`config.mk`:
```
export PLATFORM = sky130hd
export DESIGN_NAME = vcmd_pasid_unit
export DESIGN_NICKNAME = d
export VERILOG_FILES = /design/src/rtl/vcmd_pkg.sv /design/src/rtl/vcmd_ctrl.sv /design/src/rtl/vcmd_datapath.sv /design/src/rtl/vcmd_pasid_unit.sv
export SDC_FILE = /design/constraint.sdc
export NUM_CORES = 1
export LEC_CHECK = 0
export BUFFER_PORTS_ARGS = -buffer_cell sky130_fd_sc_hd__buf_2
export CAP_MARGIN = 20
export CELL_PAD_IN_SITES_DETAIL_PLACEMENT = 1
export CELL_PAD_IN_SITES_GLOBAL_PLACEMENT = 1
export CORE_MARGIN = 4
export CORE_UTILIZATION = 39
export CTS_CLUSTER_SIZE = 28
export DETAILED_ROUTE_END_ITERATION = 12
export PLACE_DENSITY_LB_ADDON = 0.1
export RECOVER_POWER = 25
export SYNTH_ARGS = -nofsm -noshare
export SYNTH_HDL_FRONTEND = slang
export SYNTH_HIERARCHICAL = 1
export SYNTH_SLANG_ARGS = --single-unit
```
`constraint.sdc`:
```
create_clock -name clk -period 2.8 [get_ports clk]
set_input_delay 0.7 -clock clk [delete_from_list [all_inputs] [get_ports clk]]
set_output_delay 0.7 -clock clk [all_outputs]
set_load 0.005 [all_outputs]
```
`src/rtl/vcmd_pkg.sv`:
```
package vcmd_pkg;
  localparam logic [11:0] CAP_OFS = 12'hE00;
  localparam logic [11:0] CMD_OFS = 12'hE10;
  localparam logic [11:0] RSP_OFS = 12'hE20;

  localparam logic [7:0] OP_ALLOC = 8'd1;
  localparam logic [7:0] OP_FREE  = 8'd2;

  localparam logic [1:0] ST_OK    = 2'd0;
  localparam logic [1:0] ST_UNDEF = 2'd1;
  localparam logic [1:0] ST_FAIL  = 2'd2;

  localparam int ID_W = 20;

  typedef struct packed {
    logic accept;  // command write taken this cycle
    logic exec;    // finish command this cycle
    logic busy;    // in-progress flag
  } vcmd_strobe_t;
endpackage

```
`src/rtl/vcmd_ctrl.sv`:
```
module vcmd_ctrl
  import vcmd_pkg::*;
#(
  parameter int PROC_CYCLES = 3
) (
  input  logic         clk,
  input  logic         rstN,
  input  logic         cmdWrReq,
  input  logic         capEn,
  output vcmd_strobe_t strobe
);
  localparam int CNT_W = (PROC_CYCLES > 1) ? $clog2(PROC_CYCLES) : 1;

  logic             busy;
  logic [CNT_W-1:0] cnt;

  always_comb begin
    strobe.busy   = busy;
    strobe.accept = cmdWrReq && capEn && !busy;
    strobe.exec   = busy && (cnt == '0);
  end

  always_ff @(posedge clk) begin
    if (!rstN) begin
      busy <= 1'b0;
      cnt  <= '0;
    end else if (strobe.accept) begin
      busy <= 1'b1;
      cnt  <= CNT_W'(PROC_CYCLES - 1);
    end else if (busy) begin
      if (cnt == '0) busy <= 1'b0;
      else           cnt  <= cnt - 1'b1;
    end
  end
endmodule

```
`src/rtl/vcmd_datapath.sv`:
```
module vcmd_datapath
  import vcmd_pkg::*;
#(
  parameter int POOL_SIZE = 64
) (
  input  logic         clk,
  input  logic         rstN,
  input  vcmd_strobe_t strobe,
  input  logic         wrWide,
  input  logic         wrHi,
  input  logic [63:0]  wrData,
  output logic [63:0]  cmdWord,
  output logic [63:0]  rspWord
);
  localparam int IDX_W = $clog2(POOL_SIZE);
  localparam logic [ID_W-1:0] ID_TOP = ID_W'(POOL_SIZE - 1);

  logic [63:0]          cmdReg;
  logic [63:0]          rspReg;
  logic [POOL_SIZE-1:0] usedMap;

  logic [7:0]      opCode;
  logic [ID_W-1:0] freeId;
  logic            freeInRange;
  logic            freeOk;
  logic            found;
  logic [IDX_W-1:0] lowIdx;
  logic [1:0]      status;
  logic [ID_W-1:0] result;
  logic [63:0]     rspNext;

  assign opCode      = cmdReg[7:0];
  assign freeId      = cmdReg[27:8];
  assign freeInRange = (freeId != '0) && (freeId <= ID_TOP);
  assign freeOk      = freeInRange && usedMap[freeId[IDX_W-1:0]];

  // lowest free identifier, skipping reserved 0
  always_comb begin
    found  = 1'b0;
    lowIdx = '0;
    for (int i = POOL_SIZE - 1; i >= 1; i--) begin
      if (!usedMap[i]) begin
        found  = 1'b1;
        lowIdx = IDX_W'(i);
      end
    end
  end

  always_comb begin
    status = ST_UNDEF;
    result = '0;
    case (opCode)
      OP_ALLOC: begin
        status = found ? ST_OK : ST_FAIL;
        result = found ? ID_W'(lowIdx) : '0;
      end
      OP_FREE:  status = freeOk ? ST_OK : ST_FAIL;
      default:  status = ST_UNDEF;
    endcase
    rspNext        = '0;
    rspNext[2:1]   = status;
    rspNext[27:8]  = result;
  end

  always_ff @(posedge clk) begin
    if (!rstN) begin
      cmdReg  <= '0;
      rspReg  <= '0;
      usedMap <= '0;
    end else if (strobe.accept) begin
      if (wrWide)    cmdReg <= wrData;
      else if (wrHi) cmdReg <= {wrData[31:0], cmdReg[31:0]};
      else           cmdReg <= {cmdReg[63:32], wrData[31:0]};
      rspReg <= '0;
    end else if (strobe.exec) begin
      rspReg <= rspNext;
      if (opCode == OP_ALLOC && found) usedMap[lowIdx] <= 1'b1;
      if (opCode == OP_FREE && freeOk) usedMap[freeId[IDX_W-1:0]] <= 1'b0;
    end
  end

  assign cmdWord = cmdReg;
  assign rspWord = {rspReg[63:1], strobe.busy};
endmodule

```
`src/rtl/vcmd_pasid_unit.sv`:
```
module vcmd_pasid_unit
  import vcmd_pkg::*;
#(
  parameter int POOL_SIZE   = 64,
  parameter int PROC_CYCLES = 3
) (
  input  logic        clk,
  input  logic        rstN,
  input  logic        capEn,
  input  logic        regWrEn,
  input  logic        regWide,
  input  logic [11:0] regAddr,
  input  logic [63:0] regWrData,
  output logic [63:0] regRdData
);
  vcmd_strobe_t strobe;
  logic [63:0]  cmdWord;
  logic [63:0]  rspWord;
  logic [63:0]  fullWord;
  logic [11:0]  baseAddr;
  logic         hiHalf;
  logic         cmdWrReq;

  assign baseAddr = regAddr & ~12'h004;
  assign hiHalf   = regAddr[2];
  assign cmdWrReq = regWrEn && (baseAddr == CMD_OFS);

  vcmd_ctrl #(.PROC_CYCLES(PROC_CYCLES)) u_ctrl (
    .clk(clk), .rstN(rstN), .cmdWrReq(cmdWrReq), .capEn(capEn), .strobe(strobe)
  );

  vcmd_datapath #(.POOL_SIZE(POOL_SIZE)) u_dp (
    .clk(clk), .rstN(rstN), .strobe(strobe), .wrWide(regWide), .wrHi(hiHalf),
    .wrData(regWrData), .cmdWord(cmdWord), .rspWord(rspWord)
  );

  always_comb begin
    case (baseAddr)
      CAP_OFS: fullWord = {63'b0, capEn};
      CMD_OFS: fullWord = cmdWord;
      RSP_OFS: fullWord = rspWord;
      default: fullWord = '0;
    endcase
    if (regWide)     regRdData = fullWord;
    else if (hiHalf) regRdData = {32'b0, fullWord[63:32]};
    else             regRdData = {32'b0, fullWord[31:0]};
  end
endmodule

```
==> results.cfg, run 1 <==
[critical_path]
worstPathRequired_ns = 2.10
path_buf_inv = 4
crit_chain = buf_2, buf_4, nand2b_1, buf_12, o32a_1, nor2_2, buf_2
slowest_delay_ns = 0.37
worstSetupStartpointType = primary input
worstPathMaxFanout = 13
worst_path_max_delay_cell = o32a_1
cp_common_cell = buf_2
critPathKind = primary input to primary output
cp_top_family = buffers and inverters
startpoint = regAddr[5]
r2r-start = u_dp/cmdWord[9]
crit_path_end_kind = primary output
critPathArrivalTime_ns = 2.06

[cts]
post-cts-setup-buffers = 0
clk_latency_ns = 0.44
htreeDepth = 4
numCtsBuffers = 17
cts_resized = 1
clk_path_buf_depth = 2
cts_root_buffer = clkbuf_16
clkTransAtPathRegs_ns = 0.07
cts_tree = built
cts.sinks = 139
cts_hold_buf = 0

[hold_path]
holdCritPathClass = register to register
hp-start = u_dp/cmdWord[28]

[floorplanning]
die_w_um = 163
die_area_um2 = 26500
core_area_um2 = 23500
row_count = 56
initial_utilization_pct = 39.7
io_pins = 145
die_h_um = 163

[synth]
synth_area_leader_cell = dfxtp_1
syn_area_um2 = 9360
syn_avg_cell_area_um2 = 7.98
synth-xor-area-share_pct = 0.0936
yosys.area_share.adder_pct = 0
async_reset_ff_share_pct = 0
synth_area_leaders = dfxtp_1, buf_4, o221a_2
netlist_top_cells_count = dfxtp_1, nor2_1, nand2_1
ys_types = 82
synthFlopType = dfxtp_1
synth_top_family_by_area = compound AO/OA/AOI/OAI gates
synth_mux_area_share_pct = 5.35
synth-edff-count = 0
synth-compound-area-share_pct = 31.2
yosysWarnings = 6
post-synth-top-count-cell = dfxtp_1
syn_inst = 1172
seq_area_frac_synth_pct = 29.7
synthSimpleGateAreaFrac_pct = 22.9
synth_top_area_share_pct = 29.7
ys_seq_elements = 139

[grt]
grt_overflow_total = 0
antenna_found_initial = 0
grt_pass1_vias = 10935
grt_max_degree = 98
grt_util_all_layers_pct = 29.7
grt_pass1_wl_mm = 62.1

[placed_design]
io_buffers = 144
placed_cell_area_um2 = 11100
hpwl_mm = 28.0
pre_cts_ws_ns = -0.188
gp_congestion = 0.963

[timing]
fin_crit_ns = 2.76
hold_violations = 0
relSlewSlack_pct = 61.3
final.setup_skew_ns = 0.0222
tightestPinTransition_ns = 0.576
clock.fmax_ghz = 0.363
slew_violations = 0
rsz0062_at_grt = true
setup_viol = 0
fin_crit_sh_pct = 98.5
worst_slack_ns = 0.0420

[route]
dr.pass1.iters = 5
drcViolationCount = 0
ant_nets = 0
num_vias = 10401
totalWireLength_mm = 39.5
vias_per_cell = 6.08
wl_per_cell_um = 23.1
drt_iter0_markers = 870

[status]
status = finished clean

[pwr]
powerDensity_nw_per_um2 = 413
vdd_drop_max_v = 0.000319
p_leak_nw = 4.53

[layout]
ff_latch_area_um2 = 2780
multi_input_area_um2 = 5840
fill_cells = 2965
final_cell_area_um2 = 11700
nets = 1460
drive_gt1_share_pct = 29.7
syn_to_final_growth_pct = 25.3
diodes = 0

[flow_run]
drv_cap = 0
==> kinds of logic after synthesis <==
logic type / after synthesis
and+or+nand+nor: 429
xor gates and xnor gates: 1
other: 1
DFF: 139
muxes: 41
buffers and inverters: 175
AOI/OAI and AO/OA: 386
==> path summary, 6_finish.rpt <==
check | end | slack, ns | cells after the start
setup / recovery | regRdData[13] | 0.04 | 7
hold / removal | u_dp/cmdWord[28] | 0.46 | 2
setup reg to reg | u_dp/usedMap[15] | 0.11 | 8
hold reg to reg | u_dp/cmdWord[28] | 0.46 | 2
==> cells in the final DEF (no fill, tap or decap), types with 9 or more instances in the layout <==
| cell type | n |
|---|---|
| a22oi_1 | 33 |
| o22ai_1 | 32 |
| inv_1 | 24 |
| nor4_1 | 42 |
| o32a_1 | 18 |
| buf_2 | 144 |
| nand2b_1 | 12 |
| a211oi_2 | 9 |
| dfxtp_1 | 138 |
| nor2b_1 | 10 |
| buf_4 | 123 |
| conb_1 | 55 |
| a21oi_1 | 85 |
| a211oi_1 | 9 |
| nand2_1 | 118 |
| nand3_1 | 29 |
| buf_12 | 16 |
| a221oi_1 | 14 |
| o21ai_0 | 47 |
| mux2i_1 | 32 |
| clkbuf_16 | 17 |
| nand4_1 | 31 |
| o221a_2 | 44 |
| nor2_1 | 121 |
==> where the power goes <==
| group | switching (mW) | internal, mW |
|---|---|---|
| logic | 0.218 | 0.146 |
| registers | 0.0000915 | 1.98 |
| clock network | 0.986 | 1.52 |
==> worst min-delay path: cells and delay by family (launching register included) <==
kind / cells / cell delay [ns]
AO/OA/AOI/OAI: 1 / 0.05
flip-flops: 1 / 0.31
AND/OR/NAND/NOR: 1 / 0.05
==> metrics by stage <==
step	instances	power, mW	util [%]	hold slack, ns	setup TNS, ns
5_1_grt	1710	5.00	49.8	0.487	-0.0624
6_report	1710	4.85	49.8	0.461	0
3_3_place_gp	1679	2.38	46.9	0.446	-3.35
3_5_place_dp	1679	2.38	46.9	0.452	-5.60
2_1_floorplan	1226	2.28	-	0.430	-0.627
4_1_cts	1710	4.86	49.6	0.461	0
==> registers in the layout, indices dropped and copies added, names as in the netlist <==
| register | cells |
|---|---|
| u_dp/usedMap | 64 |
| u_dp/rspReg | 8 |
| u_ctrl/cnt | 2 |
| u_ctrl/busy | 1 |
| u_dp/cmdWord | 64 |
==> cell type report <==
class / instances / area share, %
timing repair buffer: 284 / 16.8
sequential: 139 / 23.7
multi-input combinational: 912 / 49.8
tap: 319 / 3.40
inverter: 25 / 0.800
clock buffer: 18 / 3.75
clock inverter: 13 / 1.61
==> metal layers <==
metal  part of all wire [%]  vias up  track usage (%)
met4                    3.3        0             10.8
li1                       -     4783                -
met5                      0        -                0
met2                     48      392             49.1
met1                     42     5149             38.4
met3                    6.4       77             5.95
Note: power is estimated with default switching activity, not from simulation.
==> run 2: changes to the inputs <==
--- a/config.mk
+++ b/config.mk
@@ -5,16 +5,17 @@
 export SDC_FILE = /design/constraint.sdc
 export NUM_CORES = 1
 export LEC_CHECK = 0
-export BUFFER_PORTS_ARGS = -buffer_cell sky130_fd_sc_hd__buf_2
 export CAP_MARGIN = 20
 export CELL_PAD_IN_SITES_DETAIL_PLACEMENT = 1
 export CELL_PAD_IN_SITES_GLOBAL_PLACEMENT = 1
 export CORE_MARGIN = 4
-export CORE_UTILIZATION = 39
+export CORE_UTILIZATION = 40
 export CTS_CLUSTER_SIZE = 28
 export DETAILED_ROUTE_END_ITERATION = 12
+export DONT_BUFFER_PORTS = 1
 export PLACE_DENSITY_LB_ADDON = 0.1
 export RECOVER_POWER = 25
+export SKIP_LAST_GASP = 1
 export SYNTH_ARGS = -nofsm -noshare
 export SYNTH_HDL_FRONTEND = slang
 export SYNTH_HIERARCHICAL = 1
==> run 2 against run 1 <==
Against the previous run: count of clock-buffer cells in the layout fell by 1; power fell by 6.8%; combinational power fell by 35%; clock skew is 0.0070 ns lower; worst setup slack better by 0.060 ns; first-iteration DRC count fell by 16%; clock power shrank 8.4%; maximum frequency grew 2.2%; via count down 5.7%; register-to-register slack is essentially flat; cell area down 8.6%; critical path depth is 2 higher.
==> results.cfg, run 2 (synthesis gave the netlist of run 1 again) <==
[status]
status = finished clean

[grt]
grt_pass1_wl_mm = 58.9
grt_max_degree = 99
antenna_found_initial = 0
grt_overflow_total = 0
grt_pass1_vias = 10015
grt_util_met1_pct = 38.2
grt_use_met3_pct = 5.39
gr-usage-met2_pct = 46.4
busiest_layer = met2
grt_util_all_layers_pct = 28.5

[route]
drt_iter0_markers = 733
totalWireLength_mm = 37.6
vias_per_cell = 6.32
drcViolationCount = 0
num_vias = 9806
dr.pass1.iters = 7
ant_nets = 0
wl_per_cell_um = 24.3

[timing]
fin_crit_ns = 2.70
relSlewSlack_pct = 57.3
fin_crit_sh_pct = 96.3
clock.fmax_ghz = 0.371
tightestPinTransition_ns = 0.640
slew_violations = 0
setup_viol = 0
rsz0062_at_grt = true
holdWs_ns = 0.394
hold_violations = 0
final.setup_skew_ns = 0.0152

[layout]
mostFrequentLayoutCells = dfxtp_1, nor2_1, nand2_1
diodes = 0
nets = 1306
syn_to_final_growth_pct = 14.5
mostFrequentLayoutCell = dfxtp_1
drive_gt1_share_pct = 19.7
fill_cells = 2800
final_util_pct = 46.9

[critical_path]
regToRegEndpoint = u_dp/usedMap[6]
critPathArrivalTime_ns = 3.07
critPathKind = register to register
worstPathMaxFanout = 7
rrSetupSlack_ns = 0.10
r2r-start = u_dp/usedMap[19]
r2r_cells = 9
worstPathRequired_ns = 3.18
crit_path_end_kind = register
worstSetupStartpointType = register

[cts]
clkTransAtPathRegs_ns = 0.08
clk_latency_ns = 0.43
cts_tree = built
htreeDepth = 4
numCtsBuffers = 17
cts.sinks = 139
clk_path_buf_depth = 2
cts_root_buffer = clkbuf_16

[floorplanning]
io_pins = 145
initial_utilization_pct = 41.0
die_area_um2 = 25900
die_h_um = 161
row_count = 55
die_w_um = 161
core_area_um2 = 22800

[pwr]
vdd_drop_max_v = 0.000340
powerDensity_nw_per_um2 = 421
p_leak_nw = 3.70

[hold_path]
whs_endpoint = u_dp/cmdWord[23]
hp-start = regWrData[23]
holdCritPathClass = primary input to register
hold_depth = 2

[placed_design]
gp_congestion = 0.954
io_buffers = 0
hpwl_mm = 26.9

[flow_run]
drv_cap = 0
## run 2: changes by cell type in the layout (fill, tap and decap cells not counted), moves of 3 or more
cell / change
a211oi_1: +9
a211oi_2: -9
buf_12: -6
buf_2: -144
buf_4: -9
bufinv_16: -3
clkbuf_1: +4
inv_8: +3
## run 2: worst max-delay path by stage
| stage | startpoint | to | slack (ns) | depth (start not counted) |
|---|---|---|---|---|
| floorplan | regAddr[1] | u_dp/cmdWord[0] | -0.02 | 13 |
| global placement | regAddr[1] | u_dp/usedMap[53] | -0.18 | 11 |
| detailed placement | regAddr[1] | u_dp/usedMap[13] | -0.22 | 11 |
| CTS | u_dp/cmdWord[8] | u_dp/usedMap[29] | 0.08 | 10 |
| global route | u_dp/usedMap[19] | u_dp/usedMap[34] | -0.05 | 8 |
| finish | u_dp/usedMap[19] | u_dp/usedMap[6] | 0.10 | 9 |
## run 2: final cells by class
class / instances / area, um^2 / area share [%]
clock inverter: 15 / 155 / 1.45
multi-input combinational: 912 / 5780 / 53.9
inverter: 25 / 93.8 / 0.876
clock buffer: 17 / 425 / 3.97
sequential: 139 / 2790 / 26.0
timing repair buffer: 130 / 1090 / 10.2
tap: 313 / 392 / 3.65
## run 2: worst max-delay path, stage by stage (launching register included)
cell     delay (ns)
dfxtp_1        0.47
nand4_1        0.18
buf_4          0.19
nor4_2         0.37
buf_4          0.20
nand3_1        0.09
a21oi_2        0.27
and2_1         0.23
nor4b_1        0.37
o221a_2        0.27
## run 2: power by group
part	switching [mW]	internal, mW	leakage (nW)	total [mW]
registers	0.0000895	1.98	1.12	1.98
clock network	1.04	1.26	0.273	2.30
logic	0.150	0.0872	2.31	0.237
total	1.19	3.32	3.70	4.51
## run 2: layer usage
metal | vias up | wire length (um)
met4 | 0 | 999
met5 | - | 0
met3 | 61 | 2520
met1 | 4841 | 16500
met2 | 407 | 17600
li1 | 4497 | -
## run 2: stage by stage
stage | worst slack [ns] | cell area, um^2 | instances | power (mW) | setup TNS, ns
finish | 0.102 | 10700 | 1551 | 4.51 | 0
global route | -0.0492 | 10700 | 1551 | 4.67 | -0.0685
CTS | 0.0779 | 10700 | 1550 | 4.55 | 0
detailed placement | -0.220 | 10200 | 1518 | 2.26 | -12.01
global placement | -0.177 | 10200 | 1518 | 2.26 | -6.63
floorplan | -0.0209 | 9560 | 1226 | 2.28 | -0.627
## run 2: what timing repair did
action,CTS,global route
setup endpoints to repair,0,28
gates resized for setup,0,9
hold buffers,0,0
hold endpoints to repair,0,0
buffers inserted,0,1
